$ cat src/rtl/irq_mod_pkg.sv
package irq_mod_pkg;

   // Length of one moderation/delay tick in nanoseconds
   localparam int unsigned TICK_NS = 1024;

   // Register select codes on reg_addr
   typedef enum logic [1:0] {
      SEL_CAUSE    = 2'd0,
      SEL_MASK     = 2'd1,
      SEL_THROTTLE = 2'd2,
      SEL_NONE     = 2'd3
   } reg_sel_e;

   // Delay timer slots
   localparam int unsigned N_DLY   = 4;
   localparam int unsigned DLY_RXP = 0;  // receive packet delay (restarting)
   localparam int unsigned DLY_RXA = 1;  // receive absolute delay
   localparam int unsigned DLY_TXI = 2;  // transmit idle delay (restarting)
   localparam int unsigned DLY_TXA = 3;  // transmit absolute delay

endpackage

$ cat src/rtl/irq_tick_gen.sv
module irq_tick_gen
   import irq_mod_pkg::*;
#(
   parameter int unsigned CLK_NS = 8
) (
   input  logic clk,
   input  logic rst_n,
   output logic tick
);
   localparam int unsigned DIV = TICK_NS / CLK_NS;
   localparam int unsigned CW  = (DIV > 1) ? $clog2(DIV) : 1;

   initial begin : p_param_chk
      assert (CLK_NS > 0 && CLK_NS <= TICK_NS && (TICK_NS % CLK_NS) == 0)
         else $error("irq_tick_gen: CLK_NS must divide %0d", TICK_NS);
   end

   generate
      if (DIV <= 1) begin : g_every
         assign tick = 1'b1;
      end else begin : g_div
         logic [CW-1:0] cnt_q;
         localparam logic [CW-1:0] LAST = CW'(DIV - 1);

         always_ff @(posedge clk) begin
            if (!rst_n)            cnt_q <= '0;
            else if (cnt_q == LAST) cnt_q <= '0;
            else                   cnt_q <= cnt_q + 1'b1;
         end

         assign tick = (cnt_q == LAST);

         // ticks are single-cycle pulses spaced DIV cycles apart
         a_r13_tick_gap: assert property (@(posedge clk) disable iff (!rst_n)
            tick |=> !tick);
      end
   endgenerate

endmodule

$ cat src/rtl/irq_delay_timer.sv
module irq_delay_timer #(
   parameter int unsigned CNT_W   = 16,
   parameter bit          RESTART = 1'b1
) (
   input  logic             clk,
   input  logic             rst_n,
   input  logic             tick,
   input  logic             evt,
   input  logic [CNT_W-1:0] reload,
   output logic             expire
);
   initial begin : p_param_chk
      assert (CNT_W >= 1 && CNT_W <= 32)
         else $error("irq_delay_timer: CNT_W out of range");
   end

   logic [CNT_W-1:0] cnt_q;
   logic             run_q;
   logic             may_start;
   logic             start;

   assign expire = run_q && tick && (cnt_q == CNT_W'(1));

   generate
      if (RESTART) begin : g_restart
         // every event reloads the count
         assign may_start = 1'b1;
      end else begin : g_absolute
         // only an idle (or just-expiring) timer accepts an event
         assign may_start = !run_q || expire;
      end
   endgenerate

   assign start = evt && (reload != '0) && may_start;

   always_ff @(posedge clk) begin
      if (!rst_n) begin
         cnt_q <= '0;
         run_q <= 1'b0;
      end else if (start) begin
         cnt_q <= reload;
         run_q <= 1'b1;
      end else if (expire) begin
         cnt_q <= '0;
         run_q <= 1'b0;
      end else if (run_q && tick) begin
         cnt_q <= cnt_q - 1'b1;
      end
   end

   generate
      if (!RESTART) begin : g_abs_chk
         // an event while running leaves the count untouched
         a_r10_no_restart: assert property (@(posedge clk) disable iff (!rst_n)
            (run_q && evt && !tick) |=> (cnt_q == $past(cnt_q)));
      end
   endgenerate

   // a zero reload never lets an idle timer start
   a_r12_zero_off: assert property (@(posedge clk) disable iff (!rst_n)
      (!run_q && evt && reload == '0) |=> !run_q);

endmodule

$ cat src/rtl/irq_throttle.sv
module irq_throttle #(
   parameter int unsigned CNT_W = 16
) (
   input  logic             clk,
   input  logic             rst_n,
   input  logic             tick,
   input  logic             load,
   input  logic [CNT_W-1:0] limit,
   output logic             ok
);
   logic [CNT_W-1:0] cnt_q;

   always_ff @(posedge clk) begin
      if (!rst_n)                   cnt_q <= '0;
      else if (load)                cnt_q <= limit;
      else if (tick && cnt_q != '0) cnt_q <= cnt_q - 1'b1;
   end

   assign ok = (cnt_q == '0);

   // a zero limit leaves moderation open after a reload
   a_r8_zero_limit: assert property (@(posedge clk) disable iff (!rst_n)
      (load && limit == '0) |=> ok);

   // the count only falls on a tick
   a_r6_count_on_tick: assert property (@(posedge clk) disable iff (!rst_n)
      (!load && !tick) |=> (cnt_q == $past(cnt_q)));

endmodule

$ cat src/rtl/irq_moderator.sv
module irq_moderator
   import irq_mod_pkg::*;
#(
   parameter int unsigned NCAUSE   = 8,
   parameter int unsigned REG_W    = 16,
   parameter int unsigned TMR_W    = 16,
   parameter int unsigned THR_W    = 16,
   parameter int unsigned CLK_NS   = 8,
   parameter int unsigned RXDT_BIT = 4,
   parameter int unsigned TXDW_BIT = 0
) (
   input  logic              clk,
   input  logic              rst_n,
   input  logic [NCAUSE-1:0] post_vld,
   input  logic [NCAUSE-1:0] post_now,
   input  logic              rx_evt,
   input  logic              tx_evt,
   input  logic [TMR_W-1:0]  rx_pkt_dly,
   input  logic [TMR_W-1:0]  rx_abs_dly,
   input  logic [TMR_W-1:0]  tx_idle_dly,
   input  logic [TMR_W-1:0]  tx_abs_dly,
   input  logic              reg_wr,
   input  logic              reg_rd,
   input  logic [1:0]        reg_addr,
   input  logic [REG_W-1:0]  reg_wdata,
   output logic [REG_W-1:0]  reg_rdata,
   output logic              irq
);
   initial begin : p_param_chk
      assert (NCAUSE >= 1 && NCAUSE <= REG_W)
         else $error("irq_moderator: NCAUSE must fit in REG_W");
      assert (THR_W >= 1 && THR_W <= REG_W)
         else $error("irq_moderator: THR_W must fit in REG_W");
      assert (RXDT_BIT < NCAUSE && TXDW_BIT < NCAUSE)
         else $error("irq_moderator: timer cause bits out of range");
   end

   // ---------------- time base ----------------
   logic tick;

   irq_tick_gen #(.CLK_NS(CLK_NS)) u_tick (
      .clk   (clk),
      .rst_n (rst_n),
      .tick  (tick)
   );

   // ---------------- delay timers ----------------
   logic [TMR_W-1:0] dly_reload [N_DLY];
   logic             dly_evt    [N_DLY];
   logic [N_DLY-1:0] dly_exp;

   assign dly_reload[DLY_RXP] = rx_pkt_dly;
   assign dly_reload[DLY_RXA] = rx_abs_dly;
   assign dly_reload[DLY_TXI] = tx_idle_dly;
   assign dly_reload[DLY_TXA] = tx_abs_dly;
   assign dly_evt[DLY_RXP]    = rx_evt;
   assign dly_evt[DLY_RXA]    = rx_evt;
   assign dly_evt[DLY_TXI]    = tx_evt;
   assign dly_evt[DLY_TXA]    = tx_evt;

   generate
      for (genvar t = 0; t < N_DLY; t++) begin : g_dly
         irq_delay_timer #(
            .CNT_W   (TMR_W),
            .RESTART ((t == DLY_RXP) || (t == DLY_TXI))
         ) u_dly (
            .clk    (clk),
            .rst_n  (rst_n),
            .tick   (tick),
            .evt    (dly_evt[t]),
            .reload (dly_reload[t]),
            .expire (dly_exp[t])
         );
      end
   endgenerate

   logic rx_fire, tx_fire;
   assign rx_fire = dly_exp[DLY_RXP] | dly_exp[DLY_RXA];
   assign tx_fire = dly_exp[DLY_TXI] | dly_exp[DLY_TXA];

   // ---------------- register decode ----------------
   reg_sel_e sel;
   assign sel = reg_sel_e'(reg_addr);

   logic rd_cause, wr_cause, wr_mask, wr_thr;
   assign rd_cause = reg_rd && (sel == SEL_CAUSE);
   assign wr_cause = reg_wr && (sel == SEL_CAUSE);
   assign wr_mask  = reg_wr && (sel == SEL_MASK);
   assign wr_thr   = reg_wr && (sel == SEL_THROTTLE);

   logic [NCAUSE-1:0] cause_q, mask_q;
   logic [THR_W-1:0]  thr_q;
   logic              irq_q;

   // ---------------- cause set / immediate vectors ----------------
   logic [NCAUSE-1:0] set_v, imm_v;

   always_comb begin
      set_v = post_vld;
      imm_v = post_vld & post_now;
      if (rx_fire) begin
         set_v[RXDT_BIT] = 1'b1;
         imm_v[RXDT_BIT] = 1'b1;
      end
      if (tx_fire) begin
         set_v[TXDW_BIT] = 1'b1;
         imm_v[TXDW_BIT] = 1'b1;
      end
   end

   // ---------------- next-state ----------------
   logic [NCAUSE-1:0] keep_v, cause_d, mask_d;
   logic              act, imm_hit, thr_ok, irq_d, irq_rise;

   always_comb begin
      if (rd_cause)      keep_v = '0;
      else if (wr_cause) keep_v = cause_q & ~reg_wdata[NCAUSE-1:0];
      else               keep_v = cause_q;
      cause_d = keep_v | set_v;
      mask_d  = wr_mask ? reg_wdata[NCAUSE-1:0] : mask_q;
   end

   assign act      = |(cause_d & mask_d);
   assign imm_hit  = (|(imm_v & mask_d)) | wr_mask;
   assign irq_d    = act && (irq_q || imm_hit || thr_ok);
   assign irq_rise = irq_d && !irq_q;

   irq_throttle #(.CNT_W(THR_W)) u_thr (
      .clk   (clk),
      .rst_n (rst_n),
      .tick  (tick),
      .load  (irq_rise),
      .limit (thr_q),
      .ok    (thr_ok)
   );

   always_ff @(posedge clk) begin
      if (!rst_n) begin
         cause_q <= '0;
         mask_q  <= '0;
         thr_q   <= '0;
         irq_q   <= 1'b0;
      end else begin
         cause_q <= cause_d;
         mask_q  <= mask_d;
         irq_q   <= irq_d;
         if (wr_thr) thr_q <= reg_wdata[THR_W-1:0];
      end
   end

   assign irq = irq_q;

   // ---------------- read mux ----------------
   always_comb begin
      reg_rdata = '0;
      unique case (sel)
         SEL_CAUSE:    reg_rdata[NCAUSE-1:0] = cause_q;
         SEL_MASK:     reg_rdata[NCAUSE-1:0] = mask_q;
         SEL_THROTTLE: reg_rdata[THR_W-1:0]  = thr_q;
         SEL_NONE:     reg_rdata = '0;
      endcase
   end

   // ---------------- checks ----------------
   // the line implies an unmasked pending cause
   a_r2_line_needs_cause: assert property (@(posedge clk) disable iff (!rst_n)
      irq_q |-> |(cause_q & mask_q));

   // a read with no concurrent post empties the pending register
   a_r3_read_clears: assert property (@(posedge clk) disable iff (!rst_n)
      (rd_cause && set_v == '0) |=> (cause_q == '0 && !irq_q));

   // unmasking a pending cause raises the line without waiting
   a_r5_unmask_raises: assert property (@(posedge clk) disable iff (!rst_n)
      (wr_mask && |(cause_d & mask_d)) |=> irq_q);

   // while the throttle runs, normal posts keep the line low
   a_r6_throttle_holds: assert property (@(posedge clk) disable iff (!rst_n)
      (!irq_q && !thr_ok && !(|(imm_v & mask_d)) && !wr_mask) |=> !irq_q);

   // an unmasked immediate post raises the line next edge
   a_r7_immediate: assert property (@(posedge clk) disable iff (!rst_n)
      (|(imm_v & mask_d)) |=> irq_q);

endmodule

$ cat config.mk
export PLATFORM = sky130hd
export DESIGN_NAME = irq_moderator
export DESIGN_NICKNAME = d
export VERILOG_FILES = /design/src/rtl/irq_mod_pkg.sv /design/src/rtl/irq_tick_gen.sv /design/src/rtl/irq_delay_timer.sv /design/src/rtl/irq_throttle.sv /design/src/rtl/irq_moderator.sv
export SDC_FILE = /design/constraint.sdc
export NUM_CORES = 1
export LEC_CHECK = 0
export ABC_AREA = 1
export CORE_UTILIZATION = 55
export CTS_BUF_LIST = sky130_fd_sc_hd__clkbuf_16
export DETAILED_ROUTE_END_ITERATION = 7
export PLACE_DENSITY = 0.91
export SLEW_MARGIN = 20
export SYNTH_ARGS = -nofsm -noshare
export SYNTH_HDL_FRONTEND = slang
export SYNTH_SLANG_ARGS = --single-unit
$ cat constraint.sdc
create_clock -name clk -period 2.3 [get_ports clk]
set_input_delay 0.575 -clock clk [delete_from_list [all_inputs] [get_ports clk]]
set_output_delay 0.575 -clock clk [all_outputs]
set_load 0.1 [all_outputs]
==> results.md, run 1 <==
* I/O pin total at around 120
* CP Class: reg -> reg
* Initial DRC count at approximately 1200
* Clk slew on worst S/H paths at ~0.06 ns
* Tot GR Track Use at 34.2%
* HPWL after DPL at between 15000 and 20000 um
* PD cells at about 800 mW/mm^2
* # nets final at between 1500 and 2000
* Initial antenna violation count at 0
* Sequential fraction of the synthesis area at 32.4%
* Final worst slack at -0.0811 ns
* Post-cts hold buffer count at 0
* Average wire per standard cell at roughly 17 um
* Final Non-Filler Cells at approximately 1600
* Pwr Total at ~8.4 mW
* Largest fanout on the critical path at 16
* Syn Nets at ~1300
* Clock Power Share at between 30% and 40%
* Ant diodes at 0
* Critical Path RT at 2.59 ns
* Leakage at between 4 and 5 nW
* Maximum clock path buffer count at 2
* Clk Tree Root Cell: clkbuf_16
* DRC Markers at 1
* Switching power share of the total at a little over a third
* IO Port Bufs at 120
* Final min period at between 2 and 2.5 ns
* Violated checks: DRC, setup timing
* Cells after Synth at roughly 1200
* DR vias at about 9600
* Distinct cells, synth at 43
* CTS buffer count at 17
* Slew @ Worst Pin at approximately 0.52 ns
* #FFs+latches synth at roughly 120
* Critical path arrival at about 2.7 ns
* GPL Wtd Cong at 0.925
* Die W at 120 um
* Switching pwr at ~3 mW
* Cell count after placement at between 1500 and 2000
* Hold crit path type: reg -> reg
* Largest net degree at the start of global routing at 40
* Vias in the first global route at 8631
* Area Overhead vs Synth at 40.6%
* First-pass GRT wire length at 39600 um
* Max H-tree Level at 4
* CP Capture Type: flop
* Hold Path Depth at 2
* Comb power frac at about 35%
* Slew Viols, Final at 0
* RSZ-0062 raised after global routing: true
* Grt met3 use at between 6 and 7%
* Overflow after GRT at 0
* Synthesized area at 0.00767 mm^2
* Area of the multi-input gates at 0.00462 mm^2
* GRT busiest layer: met2
* Vias per cell at approximately 6.0
* Max Clock Freq at 420 MHz
* Mean Syn Cell Area at ~6.3 um^2
* Slew HR at ~65%
* Reg2reg setup slack at -0.08 ns
* Peak supply drop at slightly below 0.0006 V
* Final Hold Violating Endpoints at 0
* Status: finished, violations left
* Starting Density at between 50% and 60%
* Met2 GRT Util at slightly below 60%
* Final setup viols at 14
* Int Pwr at 5.43 mW
* Std cell rows at 42
* Register area at between 0.002 and 0.0025 mm^2
* Core box area at ~0.013 mm^2
* Synth warn at 0
* Die area at approximately 0.014 mm^2
* Final wirelength at around 28000 um
* Routed Antenna Nets at 0
* Met1 Use GR at about two fifths
* Final Skew at approximately 0.008 ns
* Pre-Repair DR Iteration Count at 8
* Fillers at around 800
* Critical path launch point type: flop
* Clock Sinks at ~120
* Max Cap Viol at 0
* Final period util at 104%
* CTS tree: yes
* Clk Latency, worst-skew pair at around 0.43 ns
* Worst Reg-to-Reg Cells at 14
* Register share of total power at around 31%
* DIE HEIGHT at 120 um
* Layout cell share with drive strength beyond 1 at about 14%
[sequential cells by signal, indices dropped and copies added, names as in the netlist]
register / cells
mask_q: 8
thr_q: 16
g_dly.u_dly.run_q: 4
u_thr.cnt_q: 16
cause_q: 8
irq: 1
g_dly.u_dly.cnt_q: 64
u_tick.g_div.cnt_q: 7
[synthesized netlist by cell type (all sizes together)]
library cell | n | area (um^2)
nand3b | 6 | 45.0
nor3b | 2 | 15.0
clkinv | 8 | 31.3
a21o | 3 | 22.5
ha | 11 | 138
and3 | 1 | 6.26
nand2 | 315 | 1200
dfxtp | 124 | 2480
buf | 14 | 93.8
nand3 | 93 | 503
o31ai | 2 | 15.0
a211oi | 1 | 7.51
nor4 | 12 | 75.1
o221ai | 7 | 61.3
or2 | 4 | 25.0
a21oi | 80 | 400
nor2 | 165 | 654
xor2 | 36 | 315
o211ai | 5 | 37.5
a21boi | 4 | 30.0
a31oi | 23 | 144
inv | 150 | 563
o22ai | 10 | 62.6
o21a | 7 | 52.6
nor3 | 17 | 85.1
clkbuf | 23 | 86.3
nand4 | 28 | 175
a221oi | 1 | 8.76
o21ai | 52 | 260
xnor2 | 8 | 70.1
[area by class of cell]
class	instances	share of cell area [%]
Tap cell	176	2.04
Sequential cell	124	23.1
Clock inverter	15	1.90
Multi-Input combinational cell	894	42.9
Timing Repair Buffer	219	20.4
Timing Repair inverter	1	0.0581
Inverter	158	5.70
Clock buffer	17	3.95
[critical path, cell delays in order, from the launching register on]
cell and delay (ns):
dfxtp_1 0.37, nor2_1 0.22, nand2_1 0.17, nor2_1 0.28
nand3_4 0.20, nand3_4 0.14, nand2_2 0.06, nand2_2 0.06
inv_2 0.04, nand2_4 0.09, buf_12 0.11, buf_12 0.12
nand4_1 0.19, nand2_1 0.13, a21oi_1 0.06
[placed cells by master, fill, tap and decap left out, drive strengths merged, types with 12 or more instances in the layout]
cell / n
nand2: 315
xor2: 36
a31oi: 23
dfxtp: 124
nand3: 94
clkbuf: 21
inv: 152
nand4: 28
nor4: 12
buf: 115
clkinv: 15
a21oi: 80
o21ai: 52
clkdlybuf4s50: 100
nor3: 17
nor2: 165
[cells by family (layout without fill, tap and decap cells)]
kind of cell	after synthesis	after routing	share of synthesized area (%)
xor+xnor	44	44	5.03
buf+inv	195	410	10.1
fa+ha+maj	11	11	1.80
flops	124	124	32.4
simple gates	643	644	36.3
compound gates	195	195	14.4
[power by group through the flow]
stage,clock network [mW],registers (mW),logic [mW]
2_1_floorplan,0,2.59,1.72
3_3_place_gp,0,2.59,2.44
3_5_place_dp,0,2.60,2.53
4_1_cts,2.89,2.56,2.59
5_1_grt,3.02,2.61,3.17
6_report,2.92,2.59,2.92
[stage by stage]
step                      setup TNS (ns)  util, %  area, um^2  hold slack (ns)  setup WS, ns
after floorplan                    -7.58        -        7700            0.418        -0.691
after global placement            -16.79     73.0        9780            0.431        -0.453
after detailed placement          -19.61     73.0        9780            0.457        -0.513
after CTS                              0     78.4       10500            0.465        0.0130
after global routing               -2.32     80.4       10800            0.514        -0.231
final                             -0.543     80.4       10800            0.484       -0.0811
[layer usage]
layer  part of all wire, %  up-vias  wire length [um]
met5                     0        -                 0
met4                   5.8        0              1590
met3                    10      189              2760
met2                    47      738             13000
met1                    37     4267             10200
li1                      -     4357                 -
[final timing paths]
kind	start	end
max	g_dly[3].u_dly.cnt_q[8]$_SDFFE_PN0P_	u_thr.cnt_q[6]$_SDFFE_PN0P_
min reg2reg	g_dly[0].u_dly.run_q$_SDFFE_PN0P_	g_dly[0].u_dly.run_q$_SDFFE_PN0P_
max reg2reg	g_dly[3].u_dly.cnt_q[8]$_SDFFE_PN0P_	u_thr.cnt_q[6]$_SDFFE_PN0P_
min	g_dly[0].u_dly.run_q$_SDFFE_PN0P_	g_dly[0].u_dly.run_q$_SDFFE_PN0P_
[timing repair]
item / 4_1_cts / 5_1_grt
cloned: 2 / 2
pin swaps: 6 / 15
setup buffers: 4 / 9
gates resized for setup: 23 / 35
endpoints found under the hold margin: 0 / 0
setup endpoints to repair: 34 / 47
(Power assumes the default switching activity.)
==> run 2: changes to the inputs <==
- CORE_UTILIZATION: 55 -> 40
- DONT_BUFFER_PORTS: unset -> 1
- PLACE_DENSITY: 0.91 -> 0.66
- clock period: 2.3 -> 2.1 ns (I/O delays scaled with it)
==> run 2 against run 1 <==
  * The flow now finishes without violations
  * Global-route usage down 12 points
  * Sequential power up 8.1%
  * Power fell by 1.6%
  * Via count fell by 17%
  * Cell count is 4.1% lower
  * Clock power fell by 4%
  * First-iteration DRC count decreased by 62%
  * Die area is 37% higher
  * Sequential cell count stayed put
  * Register-to-register slack gained 0.09 ns
  * Non-clock buffer count fell by 123
  * Critical endpoint is now u_thr.cnt_q[15]$_SDFFE_PN0P_
==> results.md, run 2 (synthesis results as in run 1) <==
* Vias in the first global route at 7465 (was 8631)
* CP Buf/Inv Count at 2 (was 3)
* Switching pwr at 2.93 mW (was 3.01 mW)
* I/O pin total at 121 (unchanged)
* CP Class: reg -> reg (unchanged)
* Largest fanout on the critical path at 8 (was 16)
* CP Depth at 17 (was 14)
* Cell mode on critical path: nand2_1
* Most flop-heavy register: g_dly.u_dly.cnt_q (unchanged)
* Reg-to-reg endpoint: u_thr.cnt_q[15]$_SDFFE_PN0P_ (was u_thr.cnt_q[6]$_SDFFE_PN0P_)
* Switching power share of the total at 35.3% (was 35.6%)
* Final Hold Violating Endpoints at 0 (unchanged)
* Commonest non-fill, non-tap cell in the layout: nand2_1 (unchanged)
* Critical-path top delay cell: dfxtp_2 (was dfxtp_1)
* Final wirelength at 21600 um (was 27600 um)
* First-pass GRT wire length at 35100 um (was 39600 um)
* Hold crit path type: in -> reg (was reg -> reg)
* Final setup viols at 0 (was 14)
* Hold Startpoint: rst_n (was g_dly[0].u_dly.run_q$_SDFFE_PN0P_)
* Overflow after GRT at 0 (unchanged)
* Final instance area at 0.00959 mm^2 (was 0.0108 mm^2)
* Slew @ Worst Pin at 0.506 ns (was 0.518 ns)
* Delay of the slowest cell on the worst path at 0.35 ns (was 0.37 ns)
* Critical path arrival at 2.38 ns (was 2.67 ns)
* Pre-Repair DR Iteration Count at 4 (was 8)
* HPWL after DPL at 16000 um (was 16800 um)
* Clock Power Share at 33.6% (was 34.6%)
* Core Util, Final at 51.1% (was 80.4%)
* PD cells at 866 mW/mm^2 (was 783 mW/mm^2)
* Clk Latency, worst-skew pair at 0.43 ns (about the same)
* Clk slew on worst S/H paths at 0.06 ns (about the same)
* Peak supply drop at 0.000569 V (was 0.000595 V)
* Max H-tree Level at 4 (unchanged)
* Top flop regs: g_dly.u_dly.cnt_q x64, thr_q x16, u_thr.cnt_q x16 (unchanged)
* Setup TNS at 0 ns (was -0.543 ns)
* DRC Markers at 0 (was 1)
* Final Skew at 0.0173 ns (was 0.00784 ns)
* Slew Viols, Final at 0 (unchanged)
* Die W at 140 um (was 120 um)
* Final min period at 2.09 ns (was 2.38 ns)
* Int Pwr at 5.37 mW (was 5.43 mW)
* Area Overhead vs Synth at 25.2% (was 40.6%)
* Initial DRC count at 443 (was 1157)
* # nets final at 1406 (was 1530)
* WHS Endpoint: cause_q[4]$_SDFF_PN0_ (was g_dly[0].u_dly.run_q$_SDFFE_PN0P_)
* Placed cell area at 0.00874 mm^2 (was 0.00978 mm^2)
* Hold Path Depth at 2 (unchanged)
* Status: finished, final reports clean (was finished, violations left)
* Ant diodes at 0 (unchanged)
* CP cell instances: ha_4 > nand2_4 > nor2_4 > nand2_4 > nor2_4 > nand3_2 > nand3_2 > nand2_1 > nand2_1 > inv_2 > nand2_4 > nand3_4 > buf_12 > nand2_1 > nand2_1 > nor2_1 > nor2_1 (was nor2_1 > nand2_1 > nor2_1 > nand3_4 > nand3_4 > nand2_2 > nand2_2 > inv_2 > nand2_4 > buf_12 > buf_12 > nand4_1 > nand2_1 > a21oi_1)
* Max reg flops at 64 (unchanged)
* Worst Reg-to-Reg Cells at 17 (was 14)
* Maximum clock path buffer count at 2 (unchanged)
* GPL Wtd Cong at 0.908 (was 0.925)
* DIE HEIGHT at 140 um (was 120 um)
* Max Clock Freq at 478 MHz (was 420 MHz)
* Core box area at 0.0188 mm^2 (was 0.0134 mm^2)
* Critical Path RT at 2.39 ns (was 2.59 ns)
* Comb power frac at 32.7% (was 34.6%)
* Clk Tree Root Cell: clkbuf_16 (unchanged)
* Fillers at 1886 (was 790)
* Slew HR at 66.3% (was 65.1%)
* Starting Density at 40.8% (was 57.2%)
* IO Port Bufs at 0 (was 120)
* CP Capture Type: flop (unchanged)
* Register share of total power at 33.7% (was 30.7%)
* Initial antenna violation count at 0 (unchanged)
* Std cell rows at 50 (was 42)
* Delay-heaviest family, CP: simple AND/OR/NAND/NOR gates (unchanged)
* RSZ-0062 raised after global routing: true (unchanged)
* Reg2reg setup slack at 0.007 ns (was -0.08 ns)
* Area of the multi-input gates at 0.00466 mm^2 (was 0.00462 mm^2)
* Average wire per standard cell at 14.1 um (was 17.2 um)
* Critical path launch point type: flop (unchanged)
* Most frequent cells in the layout: 302 x nand2_1, 144 x inv_1, 140 x nor2_1 (was 307 x nand2_1, 151 x nor2_1, 143 x inv_1)
* R2R Path Start: u_tick.g_div.cnt_q[0]$_SDFF_PP0_ (was g_dly[3].u_dly.cnt_q[8]$_SDFFE_PN0P_)
* CTS buffer count at 17 (unchanged)
* CTS tree: yes (unchanged)
* Max Cap Viol at 0 (unchanged)
* Leakage at 4.43 nW (was 4.97 nW)
* DR vias at 7933 (was 9551)
* Register area at 0.00249 mm^2 (unchanged)
* Vias per cell at 5.16 (was 5.95)
* Routed Antenna Nets at 0 (unchanged)
* Largest net degree at the start of global routing at 44 (was 40)
* Layout cell share with drive strength beyond 1 at 15.6% (was 14.5%)
* Die area at 0.0197 mm^2 (was 0.0144 mm^2)
* Final period util at 99.7% (was 104%)
* Clock Sinks at 124 (unchanged)
* Tot GR Track Use at 22.4% (was 34.2%)
run 2: changes by cell type in the layout (fill, tap and decap cells not counted), moves of 5 or more:
cell / previous run / this run
buf_4: 93 / 75
clkdlybuf4s50_1: 100 / 0
nand2_1: 307 / 302
nand3_1: 84 / 79
nand3_2: 3 / 10
nor2_1: 151 / 140
nor2_2: 9 / 18
run 2: power groups by stage:
stage               Clock [mW]  Combinational, mW  Sequential (mW)
floorplan                    0               1.89             2.84
finish                    2.79               2.72             2.80
global placement             0               2.48             2.84
global route              2.97               3.05             2.84
detailed placement           0               2.52             2.84
CTS                       2.87               2.62             2.80
run 2: stage by stage:
step / total power, mW / instances / worst slack (ns) / hold WS (ns)
after CTS: 8.28 / 1527 / 0.00259 / 0.185
final: 8.31 / 1538 / 0.00698 / 0.203
after floorplan: 4.72 / 1212 / -0.791 / 0.418
after global placement: 5.32 / 1493 / -0.0569 / 0.457
after global routing: 8.85 / 1538 / -0.159 / 0.187
after detailed placement: 5.36 / 1493 / -0.108 / 0.457
run 2: what timing repair did:
action / in CTS / in global routing
endpoints found under the setup margin: 15 / 50
resized for setup: 15 / 38
pin swaps: 8 / 15
hold buffers: 0 / 0
gates cloned: 1 / 1
buffers inserted: 1 / 13
run 2: worst max path at each step:
stage / from / endpoint / slack, ns
detailed placement: reg_addr[1] / u_thr.cnt_q[7]$_SDFFE_PN0P_ / -0.11
global route: u_tick.g_div.cnt_q[0]$_SDFF_PP0_ / u_thr.cnt_q[15]$_SDFFE_PN0P_ / -0.16
global placement: reg_addr[1] / u_thr.cnt_q[7]$_SDFFE_PN0P_ / -0.06
CTS: u_tick.g_div.cnt_q[1]$_SDFF_PP0_ / u_thr.cnt_q[13]$_SDFFE_PN0P_ / 0.003
floorplan: reg_addr[1] / reg_rdata[4] / -0.79
finish: u_tick.g_div.cnt_q[0]$_SDFF_PP0_ / u_thr.cnt_q[15]$_SDFFE_PN0P_ / 0.007
run 2: layer usage:
layer  up-vias  share of wire [%]  global-route usage [%]
li1       4116                  -                       -
met2       176                 48                    38.1
met4         0                2.6                    9.14
met3        41                4.8                    5.50
met5         -                  0                       0
met1      3600                 45                    27.0
run 2: worst register-to-register path, stage by stage, from the launching register on:
cell	delay, ns
dfxtp_2	0.35
ha_4	0.15
nand2_4	0.06
nor2_4	0.11
nand2_4	0.12
nor2_4	0.16
nand3_2	0.10
nand3_2	0.10
nand2_1	0.06
nand2_1	0.07
inv_2	0.04
nand2_4	0.08
nand3_4	0.10
buf_12	0.17
nand2_1	0.06
nand2_1	0.06
nor2_1	0.14
nor2_1	0.05
run 2: final cells by class:
cell class / instances / share of cell area, %
Clock buffer: 17 / 4.43
Clock inverter: 15 / 1.40
Inverter: 158 / 6.38
Multi-Input combinational cell: 893 / 48.5
Sequential cell: 124 / 25.9
Tap cell: 234 / 3.05
Timing Repair Buffer: 96 / 10.2
Timing Repair inverter: 1 / 0.0782
==> run 3: changes to the inputs <==
- PLACE_DENSITY: 0.66 -> 0.64
- clock period: 2.1 -> 2.2 ns (I/O delays scaled with it)
==> run 3 against run 2 <==
  * Register-to-register slack gained 0.11 ns
  * Cell area decreased by 3.1%
  * Clock-buffer cell count stayed put
  * First-iteration DRC count rose by 8.6%
  * Sequential share of layout area up 0.83 points
  * Die area did not move
  * Critical path depth did not move
  * Core utilization is 1.6 points lower
==> results.md, run 3 (synthesis results as in run 1) <==
* Status: finished, final reports clean (unchanged)
* Max H-tree Level at 4 (unchanged)
* Core box area at 0.0188 mm^2 (unchanged)
* Vias in the first global route at 7377 (was 7465)
* CP Capture Type: flop (unchanged)
* Largest fanout on the critical path at 8 (unchanged)
* Hold Path Depth at 2 (unchanged)
* DRC Markers at 0 (unchanged)
* Final Skew at 0.00981 ns (was 0.0173 ns)
* Area Overhead vs Synth at 21.3% (was 25.2%)
* Average wire per standard cell at 14.2 um (was 14.1 um)
* Max reg flops at 64 (unchanged)
* Ant diodes at 0 (unchanged)
* Clk Tree Root Cell: clkbuf_16 (unchanged)
* IO Port Bufs at 0 (unchanged)
* Maximum clock path buffer count at 2 (unchanged)
* I/O pin total at 121 (unchanged)
* CTS tree: yes (unchanged)
* Slew Viols, Final at 0 (unchanged)
* Commonest non-fill, non-tap cell in the layout: nand2_1 (unchanged)
* Final Hold Violating Endpoints at 0 (unchanged)
* R2R Path Start: u_tick.g_div.cnt_q[0]$_SDFF_PP0_ (unchanged)
* Largest net degree at the start of global routing at 41 (was 44)
* CP Class: reg -> reg (unchanged)
* GPL Wtd Cong at 0.910 (was 0.908)
* # nets final at 1373 (was 1406)
* Hold Startpoint: rst_n (unchanged)
* Pre-Repair DR Iteration Count at 5 (was 4)
* Overflow after GRT at 0 (unchanged)
* Layout cell share with drive strength beyond 1 at 12.0% (was 15.6%)
* Slew HR at 59.6% (was 66.3%)
* Max Clock Freq at 479 MHz (was 478 MHz)
* CTS buffer count at 17 (unchanged)
* Die W at 140 um (unchanged)
* Top flop regs: g_dly.u_dly.cnt_q x64, thr_q x16, u_thr.cnt_q x16 (unchanged)
* Die area at 0.0197 mm^2 (unchanged)
* Reg2reg setup slack at 0.11 ns (was 0.007 ns)
* Critical Path RT at 2.50 ns (was 2.39 ns)
* Final setup viols at 0 (unchanged)
* Starting Density at 40.8% (unchanged)
* First-pass GRT wire length at 35200 um (was 35100 um)
* Tot GR Track Use at 22.3% (was 22.4%)
* Most frequent cells in the layout: 307 x nand2_1, 146 x inv_1, 145 x nor2_1 (was 302 x nand2_1, 144 x inv_1, 140 x nor2_1)
* Max Cap Viol at 0 (unchanged)
* Critical Path Source: u_tick.g_div.cnt_q[0]$_SDFF_PP0_ (unchanged)
* PD cells at 850 mW/mm^2 (was 866 mW/mm^2)
* Placement Setup Slack at -0.128 ns (was -0.108 ns)
* Hold crit path type: in -> reg (unchanged)
* Initial DRC count at 481 (was 443)
* Clk Latency, worst-skew pair at 0.42 ns (was 0.43 ns)
* DIE HEIGHT at 140 um (unchanged)
* Initial antenna violation count at 0 (unchanged)
* Reg-to-reg endpoint: u_thr.cnt_q[13]$_SDFFE_PN0P_ (was u_thr.cnt_q[15]$_SDFFE_PN0P_)
* DR vias at 7811 (was 7933)
* Final wirelength at 21300 um (was 21600 um)
* Final period util at 94.8% (was 99.7%)
* Worst Reg-to-Reg Cells at 17 (unchanged)
* Clock Sinks at 124 (unchanged)
* RSZ-0062 raised after global routing: true (unchanged)
* Most flop-heavy register: g_dly.u_dly.cnt_q (unchanged)
* Final worst slack at 0.114 ns (was 0.00698 ns)
* Slew @ Worst Pin at 0.600 ns (was 0.506 ns)
* Fillers at 1920 (was 1886)
* Std cell rows at 50 (unchanged)
* Leakage at 4.27 nW (was 4.43 nW)
* WHS Endpoint: g_dly[1].u_dly.cnt_q[15]$_SDFFE_PN0P_ (was cause_q[4]$_SDFF_PN0_)
* Clk slew on worst S/H paths at 0.05 ns (was 0.06 ns)
* Peak supply drop at 0.000557 V (was 0.000569 V)
* Min Hold Slack at 0.236 ns (was 0.203 ns)
* Vias per cell at 5.19 (was 5.16)
* HPWL after DPL at 15900 um (was 16000 um)
* Routed Antenna Nets at 0 (unchanged)
* Final min period at 2.09 ns (about the same)
* Critical path launch point type: flop (unchanged)
* Critical path arrival at 2.39 ns (was 2.38 ns)
[run 3: cell types whose count changed in the layout (fill, tap and decap cells not counted), sizes merged]
cell,before,now
buf,95,62
bufinv,2,3
clkbuf,18,19
clkinvlp,4,1
[run 3: routing by layer]
metal,GRT usage (%),up-vias,wire length [um]
li1,-,4031,-
met4,7.35,0,374
met5,0,-,0
met2,37.6,209,10000
met3,4.17,28,978
met1,28.5,3543,9940
[run 3: worst max-delay path by stage]
stage / to / slack (ns)
final: u_thr.cnt_q[13]$_SDFFE_PN0P_ / 0.11
after detailed placement: u_thr.cnt_q[2]$_SDFFE_PN0P_ / -0.13
after global placement: u_thr.cnt_q[11]$_SDFFE_PN0P_ / -0.07
after global routing: u_thr.cnt_q[2]$_SDFFE_PN0P_ / -0.05
after floorplan: reg_rdata[4] / -0.74
after CTS: u_thr.cnt_q[14]$_SDFFE_PN0P_ / 0.02
[run 3: timing repair]
item,in CTS,in global routing
cloned,0,1
hold endpoints to repair,0,0
setup endpoints to repair,11,46
setup buffers,2,2
resized for setup,6,26
pin swaps,3,11
hold buffers,0,0
[run 3: critical path, cell delays in order (launching register included)]
cell and delay [ns]:
dfxtp_2 0.35, ha_4 0.15, nand2_4 0.06, nor2_4 0.11, nand2_4 0.12, nor2_4 0.19
nand3_4 0.12, nand3_4 0.09, nand2_2 0.05, nand2_2 0.06, inv_2 0.04, nand2_4 0.07
nand3_4 0.10, buf_12 0.17, nand2_2 0.05, nand2_1 0.06, nor2_1 0.10, nor2_1 0.05
[run 3: power breakdown]
| part | internal, mW | leakage (nW) | switching, mW |
|---|---|---|---|
| sequential | 2.48 | 1.02 | 0.200 |
| clock | 1.74 | 0.290 | 1.00 |
| combinational | 0.954 | 2.96 | 1.53 |
| total | 5.17 | 4.27 | 2.74 |
[run 3: layout make-up]
type,instances,area [um^2],area share [%]
repair buffers,64,744,8.01
inverters,158,612,6.58
well taps,234,293,3.15
clock inverters,14,139,1.49
flip-flops and latches,124,2490,26.7
multi-input cells,893,4600,49.5
clock buffers,17,425,4.58
[run 3: through the flow]
step           total power, mW  util (%)  cell area (um^2)  std cells  setup TNS (ns)
6_report                  7.91      49.5              9300       1504               0
5_1_grt                   8.40      49.5              9300       1504          -0.205
4_1_cts                   7.83      48.7              9150       1501               0
3_5_place_dp              5.07      45.5              8540       1468           -1.38
3_3_place_gp              5.04      45.5              8540       1468          -0.609
2_1_floorplan             4.51         -              7700       1212           -8.33
